==> config.mk <==
export PLATFORM = sky130hd
export DESIGN_NAME = wp_lookup
export DESIGN_NICKNAME = d
export VERILOG_FILES = /design/src/rtl/wp_pkg.sv /design/src/rtl/wp_store.sv /design/src/rtl/wp_tagcmp.sv /design/src/rtl/wp_pred.sv /design/src/rtl/wp_lookup.sv
export SDC_FILE = /design/constraint.sdc
export NUM_CORES = 1
export LEC_CHECK = 0
export ABC_AREA = 1
export ABC_CLOCK_PERIOD_IN_PS = 5700
export BUFFER_PORTS_ARGS = -buffer_cell sky130_fd_sc_hd__buf_2
export CELL_PAD_IN_SITES_DETAIL_PLACEMENT = 1
export CELL_PAD_IN_SITES_GLOBAL_PLACEMENT = 2
export CORE_MARGIN = 2
export CORE_UTILIZATION = 45
export DETAILED_ROUTE_END_ITERATION = 12
export PLACE_DENSITY = 0.95
export SYNTH_ARGS = -nofsm -noshare
export SYNTH_HDL_FRONTEND = slang
export SYNTH_SLANG_ARGS = --single-unit
==> constraint.sdc <==
create_clock -name clk -period 5.7 [get_ports clk]
set_input_delay 0.57 -clock clk [delete_from_list [all_inputs] [get_ports clk]]
set_output_delay 0.57 -clock clk [all_outputs]
set_load 0.05 [all_outputs]
==> src/rtl/wp_pkg.sv <==
// Package: shared types for the way-predicted lookup stage.
// Assumes nothing beyond being compiled before the modules that import it.
package wp_pkg;
    // How a request chooses its guessed way.
    typedef enum logic {
        PM_HISTORY = 1'b0,
        PM_PARTIAL = 1'b1
    } pred_mode_e;
endpackage

==> src/rtl/wp_store.sv <==
// Module: wp_store
// Holds the tag, data and valid flag of every way of every set, and reads one
// whole set at a time without a clock. Only valid flags are reset. Assumes a
// fill does not target a set while a lookup on that set is in progress.
module wp_store #(
    parameter int WAYS   = 4,
    parameter int SETS   = 8,
    parameter int TAG_W  = 8,
    parameter int DATA_W = 16,
    localparam int IDX_W = $clog2(SETS),
    localparam int WAY_W = $clog2(WAYS)
) (
    input  logic                          clk,
    input  logic                          rst_n,
    input  logic                          fill_en,
    input  logic [IDX_W-1:0]              fill_set,
    input  logic [WAY_W-1:0]              fill_way,
    input  logic [TAG_W-1:0]              fill_tag,
    input  logic [DATA_W-1:0]             fill_data,
    input  logic [IDX_W-1:0]              rd_set,
    output logic [WAYS-1:0][TAG_W-1:0]    rd_tag,
    output logic [WAYS-1:0][DATA_W-1:0]   rd_data,
    output logic [WAYS-1:0]               rd_valid
);
    logic [TAG_W-1:0]  tag_q   [SETS][WAYS];
    logic [DATA_W-1:0] data_q  [SETS][WAYS];
    logic [WAYS-1:0]   valid_q [SETS];

    // Purpose: clear the valid flags on reset and set one on each fill.
    always_ff @(posedge clk) begin
        if (!rst_n) begin
            for (int s = 0; s < SETS; s++) valid_q[s] <= '0;
        end else if (fill_en) begin
            valid_q[fill_set][fill_way] <= 1'b1;
        end
    end

    // Purpose: write the tag and data of the filled way.
    always_ff @(posedge clk) begin
        if (fill_en) begin
            tag_q[fill_set][fill_way]  <= fill_tag;
            data_q[fill_set][fill_way] <= fill_data;
        end
    end

    // Purpose: present every way of the addressed set in parallel.
    for (genvar w = 0; w < WAYS; w++) begin : g_rd
        assign rd_tag[w]   = tag_q[rd_set][w];
        assign rd_data[w]  = data_q[rd_set][w];
        assign rd_valid[w] = valid_q[rd_set][w];
    end
endmodule

==> src/rtl/wp_tagcmp.sv <==
// Module: wp_tagcmp
// Compares the full request tag with every valid way of a set, then encodes
// the lowest hitting way. Assumes a set never holds duplicate valid tags.
module wp_tagcmp #(
    parameter int WAYS  = 4,
    parameter int TAG_W = 8,
    localparam int WAY_W = $clog2(WAYS)
) (
    input  logic                       clk,
    input  logic                       rst_n,
    input  logic                       chk_en,
    input  logic [TAG_W-1:0]           req_tag,
    input  logic [WAYS-1:0][TAG_W-1:0] rd_tag,
    input  logic [WAYS-1:0]            rd_valid,
    output logic                       any_hit,
    output logic [WAY_W-1:0]           hit_way
);
    logic [WAYS-1:0] hit_vec;

    // Purpose: one equality comparator per way.
    for (genvar w = 0; w < WAYS; w++) begin : g_cmp
        assign hit_vec[w] = rd_valid[w] && (rd_tag[w] == req_tag);
    end

    // Purpose: turn the hit vector into a way number (lowest index wins).
    always_comb begin
        hit_way = '0;
        for (int w = WAYS - 1; w >= 0; w--) begin
            if (hit_vec[w]) hit_way = WAY_W'(w);
        end
    end

    assign any_hit = |hit_vec;

    AST_HIT_ONEHOT: assert property (@(posedge clk) disable iff (!rst_n)
        chk_en |-> $onehot0(hit_vec));
endmodule

==> src/rtl/wp_pred.sv <==
// Module: wp_pred
// Produces the guessed way. In history mode it reads a table of the
// last-hitting way, indexed by set XOR low PC bits. In partial-tag mode it
// picks the lowest valid way whose low tag bits match. Every hit trains the
// table. Assumes PT_W <= TAG_W.
module wp_pred
    import wp_pkg::*;
#(
    parameter int WAYS  = 4,
    parameter int SETS  = 8,
    parameter int TAG_W = 8,
    parameter int PT_W  = 4,
    localparam int IDX_W = $clog2(SETS),
    localparam int WAY_W = $clog2(WAYS)
) (
    input  logic                       clk,
    input  logic                       rst_n,
    input  logic                       chk_en,
    input  pred_mode_e                 mode,
    input  logic [IDX_W-1:0]           tbl_idx,
    input  logic [TAG_W-1:0]           req_tag,
    input  logic [WAYS-1:0][TAG_W-1:0] rd_tag,
    input  logic [WAYS-1:0]            rd_valid,
    input  logic                       upd_en,
    input  logic [WAY_W-1:0]           upd_way,
    output logic [WAY_W-1:0]           pred_way
);
    logic [WAY_W-1:0] hist_q [SETS];
    logic [WAY_W-1:0] pt_way;
    logic             pt_any;

    // Purpose: history table, cleared to way 0 and trained on every hit.
    always_ff @(posedge clk) begin
        if (!rst_n) begin
            for (int s = 0; s < SETS; s++) hist_q[s] <= '0;
        end else if (upd_en) begin
            hist_q[tbl_idx] <= upd_way;
        end
    end

    // Purpose: partial-tag preselect, lowest-numbered matching valid way.
    always_comb begin
        pt_way = '0;
        pt_any = 1'b0;
        for (int w = WAYS - 1; w >= 0; w--) begin
            if (rd_valid[w] && (rd_tag[w][PT_W-1:0] == req_tag[PT_W-1:0])) begin
                pt_way = WAY_W'(w);
                pt_any = 1'b1;
            end
        end
    end

    assign pred_way = (mode == PM_PARTIAL) ? pt_way : hist_q[tbl_idx];

    AST_PARTIAL_PICK_MATCHES: assert property (@(posedge clk) disable iff (!rst_n)
        (chk_en && mode == PM_PARTIAL && pt_any) |->
            (rd_valid[pred_way] && rd_tag[pred_way][PT_W-1:0] == req_tag[PT_W-1:0]));
    AST_HIST_TRAINED: assert property (@(posedge clk) disable iff (!rst_n)
        upd_en |=> (hist_q[$past(tbl_idx)] == $past(upd_way)));
endmodule

==> src/rtl/wp_lookup.sv <==
// Module: wp_lookup (top)
// Lookup stage with a guessed way. The accepted request is registered. In the
// following cycle the guessed way's data is driven while the full compare
// runs. A wrong guess stalls one cycle and then replays the hitting way.
// Assumes the requester holds its request while stall is 1, and that no fill
// reaches the set under lookup.
module wp_lookup
    import wp_pkg::*;
#(
    parameter int WAYS   = 4,
    parameter int SETS   = 8,
    parameter int TAG_W  = 8,
    parameter int DATA_W = 16,
    parameter int PT_W   = 4,
    parameter int CNT_W  = 16,
    localparam int IDX_W  = $clog2(SETS),
    localparam int WAY_W  = $clog2(WAYS),
    localparam int ADDR_W = TAG_W + IDX_W
) (
    input  logic              clk,
    input  logic              rst_n,
    input  logic              req_valid,
    input  logic [ADDR_W-1:0] req_addr,
    input  logic [IDX_W-1:0]  req_pc,
    input  logic              req_mode,
    input  logic              fill_en,
    input  logic [ADDR_W-1:0] fill_addr,
    input  logic [WAY_W-1:0]  fill_way,
    input  logic [DATA_W-1:0] fill_data,
    output logic              resp_valid,
    output logic              resp_hit,
    output logic [DATA_W-1:0] resp_data,
    output logic              stall,
    output logic [CNT_W-1:0]  cnt_pred_hit,
    output logic [CNT_W-1:0]  cnt_mispred,
    output logic [CNT_W-1:0]  cnt_miss
);
    logic                        s_valid, r_pending;
    logic [ADDR_W-1:0]           s_addr;
    logic [IDX_W-1:0]            s_pc;
    pred_mode_e                  s_mode;
    logic [WAY_W-1:0]            r_way;
    logic [IDX_W-1:0]            s_set;
    logic [TAG_W-1:0]            s_tag;
    logic [WAYS-1:0][TAG_W-1:0]  rd_tag;
    logic [WAYS-1:0][DATA_W-1:0] rd_data;
    logic [WAYS-1:0]             rd_valid;
    logic                        any_hit, mispred;
    logic [WAY_W-1:0]            hit_way, pred_way;

    assign s_set = s_addr[IDX_W-1:0];
    assign s_tag = s_addr[ADDR_W-1:IDX_W];

    wp_store #(.WAYS(WAYS), .SETS(SETS), .TAG_W(TAG_W), .DATA_W(DATA_W)) u_store (
        .clk(clk), .rst_n(rst_n),
        .fill_en(fill_en), .fill_set(fill_addr[IDX_W-1:0]), .fill_way(fill_way),
        .fill_tag(fill_addr[ADDR_W-1:IDX_W]), .fill_data(fill_data),
        .rd_set(s_set), .rd_tag(rd_tag), .rd_data(rd_data), .rd_valid(rd_valid)
    );

    wp_tagcmp #(.WAYS(WAYS), .TAG_W(TAG_W)) u_cmp (
        .clk(clk), .rst_n(rst_n), .chk_en(s_valid),
        .req_tag(s_tag), .rd_tag(rd_tag), .rd_valid(rd_valid),
        .any_hit(any_hit), .hit_way(hit_way)
    );

    wp_pred #(.WAYS(WAYS), .SETS(SETS), .TAG_W(TAG_W), .PT_W(PT_W)) u_pred (
        .clk(clk), .rst_n(rst_n), .chk_en(s_valid), .mode(s_mode),
        .tbl_idx(s_set ^ s_pc), .req_tag(s_tag),
        .rd_tag(rd_tag), .rd_valid(rd_valid),
        .upd_en(s_valid && any_hit), .upd_way(hit_way),
        .pred_way(pred_way)
    );

    // Purpose: derive the response from the first or the replay cycle.
    always_comb begin
        mispred    = s_valid && any_hit && (pred_way != hit_way);
        stall      = mispred;
        resp_valid = (s_valid && !mispred) || r_pending;
        resp_hit   = r_pending || (s_valid && any_hit);
        resp_data  = r_pending ? rd_data[r_way] : rd_data[pred_way];
    end

    // Purpose: accept requests, or hold the request and schedule a replay.
    always_ff @(posedge clk) begin
        if (!rst_n) begin
            s_valid   <= 1'b0;
            r_pending <= 1'b0;
            s_addr    <= '0;
            s_pc      <= '0;
            s_mode    <= PM_HISTORY;
            r_way     <= '0;
        end else if (mispred) begin
            s_valid   <= 1'b0;
            r_pending <= 1'b1;
            r_way     <= hit_way;
        end else begin
            r_pending <= 1'b0;
            s_valid   <= req_valid;
            if (req_valid) begin
                s_addr <= req_addr;
                s_pc   <= req_pc;
                s_mode <= pred_mode_e'(req_mode);
            end
        end
    end

    // Purpose: count correct guesses, wrong guesses and misses.
    always_ff @(posedge clk) begin
        if (!rst_n) begin
            cnt_pred_hit <= '0;
            cnt_mispred  <= '0;
            cnt_miss     <= '0;
        end else if (s_valid) begin
            if (!any_hit)     cnt_miss     <= cnt_miss + 1'b1;
            else if (mispred) cnt_mispred  <= cnt_mispred + 1'b1;
            else              cnt_pred_hit <= cnt_pred_hit + 1'b1;
        end
    end

    AST_STALL_THEN_REPLAY: assert property (@(posedge clk) disable iff (!rst_n)
        stall |=> (resp_valid && resp_hit && !stall));
    AST_STALL_HIDES_VALID: assert property (@(posedge clk) disable iff (!rst_n)
        stall |-> !resp_valid);
    AST_STALL_HOLDS_REQ: assert property (@(posedge clk) disable iff (!rst_n)
        stall |=> $stable(s_addr));
    AST_MISS_COUNTED: assert property (@(posedge clk) disable iff (!rst_n)
        (resp_valid && !resp_hit) |=> (cnt_miss == $past(cnt_miss) + 1'b1));
    AST_MISS_NO_STALL: assert property (@(posedge clk) disable iff (!rst_n)
        (s_valid && !any_hit) |-> (!stall && resp_valid));
endmodule

## Word level (Yosys, flattened, before mapping)

Memories as Yosys holds them, arrays and structs flattened. A register that Yosys moved wholly into a read port is not among the register bits.
Cells that the tools add are included.

- Register bits after elaboration: 67
- RAM bits: 816
- Bits of input ports: 48
- Output and inout bits: 67
- Memories: 4

Memory list:

| name | words | bits a word | rd ports | clocked after memory_dff | wr ports | line | RTL |
|---|---|---|---|---|---|---|---|
| u_store.data_q | 8 | 64 | 1 | 1 | 1 | wp_store.sv:26 | `logic [DATA_W-1:0] data_q [SETS][WAYS];` |
| u_store.tag_q | 8 | 32 | 1 | 1 | 1 | wp_store.sv:25 | `logic [TAG_W-1:0] tag_q [SETS][WAYS];` |
| u_store.valid_q | 8 | 4 | 1 | 1 | 8 | wp_store.sv:27 | `logic [WAYS-1:0] valid_q [SETS];` |
| u_pred.hist_q | 8 | 2 | 1 | 0 | 8 | wp_pred.sv:28 | `logic [WAY_W-1:0] hist_q [SETS];` |

- Add/subtract/negate cells: 3
- Magnitude comparators: 6
- Equal/unequal tests: 9
- Muxes and demuxes: 42
- Bitwise logic cells: 5
- Reductions and logical operators: 24

Operator list:

| operator | number |
|---|---|
| binary-select mux 16 bit (select 2 bit) | 2 |
| 2-to-1 mux 16 bit | 4 |
| 2-to-1 mux 64 bit | 1 |
| adder 16 x 1 -> 16 bit, second input constant | 3 |
| demux 16 bit (select 2 bit) | 1 |
| == test 8 bit | 4 |
| 2-to-1 mux 32 bit | 1 |
| 2-to-1 mux 3 bit | 8 |
| 2-to-1 mux 2 bit | 10 |
| demux 8 bit (select 2 bit) | 1 |
| == test 4 bit | 4 |
| logical AND 1 bit | 13 |
| 2-to-1 mux 4 bit | 3 |
| < comparator 2 x 3 -> 1 bit, second input constant | 3 |
| 2-to-1 mux 1 bit | 9 |
| 2-to-1 mux 8 bit | 1 |
| OR reduction 4 bit | 2 |
| AND reduction 3 bit | 2 |
| AND reduction 2 bit | 2 |
| OR reduction 2 bit | 2 |
| >= comparator 3 bit, second input constant | 1 |
| < comparator 3 x 1 -> 1 bit, second input constant | 1 |
| inverter 1 bit | 3 |
| inverter 2 -> 3 bit | 1 |
| other kinds (6) | 7 |

## Depth between registers and ports, before layout

- Depth after elaboration: 13
- Mapped depth: 24
- Depth with buffers taken out: 22

## Cells and area by module

From an unflattened synthesis, not the netlist that was laid out.

- Cells, all modules: 4,565
- Area total of the unflattened synthesis: 41,185.8 sq um

Modules (own cells, without submodules):

| module | instances | cells an instance | area an instance (sq um) | seq. area each (sq um) |
|---|---|---|---|---|
| wp_store | 1 | 3,548 | 35,101.2 | 23,702.7 |
| wp_lookup | 1 | 724 | 4,376.7 | 1,341.3 |
| wp_pred | 1 | 164 | 1,132.3 | 480.5 |
| wp_tagcmp | 1 | 129 | 575.6 | 0.0 |

## Least setup slack after synthesis

OpenSTA, ideal clock, no wires.

- Path kind: register -> output
- From: register (tool-made name)
- To: output port resp_valid
- Arrival time: 3.468 ns
- Required time: 5.130 ns
- Setup slack: 1.662 ns
- Stages on the path, launching flop included: 19
- Cell sequence: dfxtp_1 -> inv_1 -> buf_2 -> buf_1 -> nand3_1 -> nand3_1 -> nand2_1 -> xor2_1 -> nand3_1 -> nor2_1 -> nor2_1 -> nand2_2 -> nand3_2 -> nand2_4 -> nand2_4 -> nand2_2 -> buf_6 -> inv_1 -> o21ai_0

RTL lines:

| what | line | RTL |
|---|---|---|
| end, declared | wp_lookup.sv:30 | `output logic resp_valid,` |

==> run_results.csv <==
group,metric,value,unit
run_status,status,"completed",
grt,grt_max_degree,182,
floorplanning,die_x,294,um
drt,vias,28820,
pwr,power.density,354,mW/mm^2
clocking,insertion_delay,660,ps
synthesis,synthesis.area,0.0377,sq mm
finish,drive_gt1_share,9.75,%
timing,final_hold_viol_count,0,
pwr,switchingPower,3.91,mW
floorplanning,die_y,294,um
critical_path,cp_data_arrival_time,4850,ps
synthesis,synth-edff-count,784,
synthesis,yosysWarnings,0,
pwr,p_int,11.2,mW
synthesis,synthesis.nets,3663,
finish,area_growth_syn_to_layout,13.1,%
clocking,cts_max_path_buffers,3,
synthesis,yosysUniqueCellTypes,36,
critical_path,start_kind,"register",
pwr,p_clk_share,41.6,%
synthesis,synth_top_area_share,62.4,%
synthesis,synth_top_cells_by_count,"784 x edfxtp_1, 744 x nand2_1, 549 x nor2_1",
clocking,cts_tree,"done",
timing,skew,28.2,ps
grt,antenna_found_initial,2,
critical_path,cp_max_fo,106,
drt,wl_met1,50900,um
drt,route.detailed.drc,0,
synthesis,yosys-top-cells-area,"edfxtp_1 62%, nand2_1 7.4%, nor2_1 5.5%",
grt,grtUsageTotal,28.6,%
synthesis,ys_seq_area_share,67.8,%
clocking,htreeDepth,3,
job,drv_cap,0,
synthesis,syn_avg_cell_area,10.4,sq um
synthesis,synth_flop_cell,"edfxtp_1",
drt,drt-total-wl,125000,um
placement,gp_congestion,0.808,
hold_path,hold_class,"in -> reg",
clocking,clk_pin_slew,60,ps
timing,max_freq,184,MHz
synthesis,yosysMostFrequentCell,"edfxtp_1",
grt,grt_pass1_wl,185000,um
clocking,cts_made_buffers,94,
timing,post-route-period-util,95.1,%
drt,first_iter_violations,3025,
pwr,peakVddDrop,233,uV
drt,wl_met2,60400,um
floorplanning,die-area,0.0862,sq mm
pwr,power_frac_comb,10.8,%
drt,highest_layer,"met4",
placement,pre_cts_slack,753,ps
pwr,power,15.1,mW
drt,dr_wl_met3,9460,um
placement,port_buffers,114,
drt,ant_nets,0,
synthesis,syn-instance-count,3612,
critical_path,crit_path_end_kind,"output port",
timing,tightest_slew,1280,ps
synthesis,synthArstFlopShare,0,%
timing,layout_setup_ws,277,ps
clocking,clock_sinks,886,
clocking,cts_hold_buf,0,
synthesis,netlist.top_cell.by_area,"edfxtp_1",
finish,fin_nets,3730,
timing,finalCriticalPeriod,5420,ps
timing,tns,0,ps
floorplanning,start_util,45.3,%
pwr,p_seq_share,47.7,%
pwr,sw_frac_of_total,25.9,%
timing,setup_viol,0,
critical_path,crit_type,"reg -> out",
grt,gr-total-overflow,0,
drt,vias_per_cell,5.96,
clocking,cts_root_buf,"clkbuf_16",
drt,post_drt_wl_per_cell,25.8,um
timing,rsz0062_at_grt,"no",
floorplanning,rows,106,
placement,place.detailed.hpwl,70900,um
synthesis,yosys_register_bits,886,
critical_path,worstPathRequired,5130,ps
floorplanning,pin_count,115,
drt,dr.pass1.iters,5,
pwr,p_leak,15.7,nW
timing,finalMaxSlewViolations,0,
floorplanning,coreArea,0.0833,sq mm
timing,relSlewSlack,14.2,%
grt,first_global_vias,29742,
==> path summary, 6_finish.rpt <==
check                                            from                    end  slack [ps]  cells after the start
worst max-delay path                         register          resp_data[11]         280                     19
worst min-delay path                        req_pc[1]                s_pc[1]         240                      5
worst max register to register               register               r_way[0]         960                     19
worst min register to register  u_store.valid_q[3][2]  u_store.valid_q[3][2]         470                      2
==> through the flow <==
step / cells / utilization, % / hold slack (ps) / area [sq um]
2_1_floorplan: 3612 / - / 440 / 37700
3_3_place_gp: 4662 / 47.4 / 449 / 39500
3_5_place_dp: 4662 / 47.4 / 457 / 39500
4_1_cts: 4831 / 51.2 / 211 / 42600
5_1_grt: 4832 / 51.2 / 277 / 42600
6_report: 4833 / 51.2 / 240 / 42600
==> critical path: stages (launching register included) <==
cell,delay [ps]
dfxtp_4,600
inv_8,320
buf_4,310
o21ai_0,220
nand3_1,160
nand3_1,150
nand2_1,60
inv_1,60
nand3_1,60
nor2_1,250
nor2_1,160
a21oi_4,240
buf_4,450
nor2_1,100
nor2_1,100
o21ai_0,110
nand2_1,100
nand2_1,50
o21ai_0,230
buf_2,390
==> state kept, by name, summed over array words and instances, names as in the netlist, named ones only <==
| register | count |
|---|---|
| s_pc | 3 |
| u_pred.hist_q | 16 |
| cnt_pred_hit | 16 |
| u_store.data_q | 512 |
| u_store.tag_q | 256 |
| u_store.valid_q | 32 |
| r_way | 2 |
| s_addr | 11 |
| cnt_mispred | 16 |
| s_valid | 1 |
| r_pending | 1 |
| cnt_miss | 16 |
| s_mode | 1 |
==> cell type report <==
class	instances	area, sq um
Sequential cell	886	25600
Clock inverter	56	663
Multi-Input combinational cell	2287	10600
Timing Repair Buffer	176	1090
Inverter	234	893
Clock buffer	113	2450
Fill cell	8929	40600
Tap cell	1080	1350
Antenna cell	1	2.50
==> cell families after synthesis <==
family,after synthesis,synth area share (%)
flip-flops,886,67.8
AND/OR/NAND/NOR,1620,17.5
AO/OA/AOI/OAI,631,9.04
XOR/XNOR,33,0.806
buffers and inverters,439,4.76
adder cells (fa/ha/maj),3,0.0995
==> layout by cell type, fill, tap and decap left out, types with 94 or more instances in the layout <==
cell and n:
o22ai_1 137, o21ai_0 371, nand2_1 744, nor2_1 517, nand3_1 250, clkbuf_16 94
edfxtp_1 784, buf_2 114, inv_1 230, dfxtp_1 99
==> power groups by stage <==
stage	logic [mW]	registers, mW	clock network (mW)
final	1.62	7.19	6.28
after global routing	1.76	7.20	6.56
after CTS	1.60	7.20	6.32
after detailed placement	1.58	7.33	0
after global placement	1.53	7.33	0
after floorplan	1.03	7.31	0
==> repair_timing <==
action,CTS,global route
setup endpoints to repair,0,16
buffers inserted,0,1
gates resized for setup,0,2
==> metal layers <==
layer / track usage, % / vias to the layer above
met3: 4.09 / 267
li1: - / 12623
met4: 9.92 / 0
met5: 0 / -
met1: 38.7 / 14682
met2: 47.4 / 1248
(Power assumes the default switching activity.)
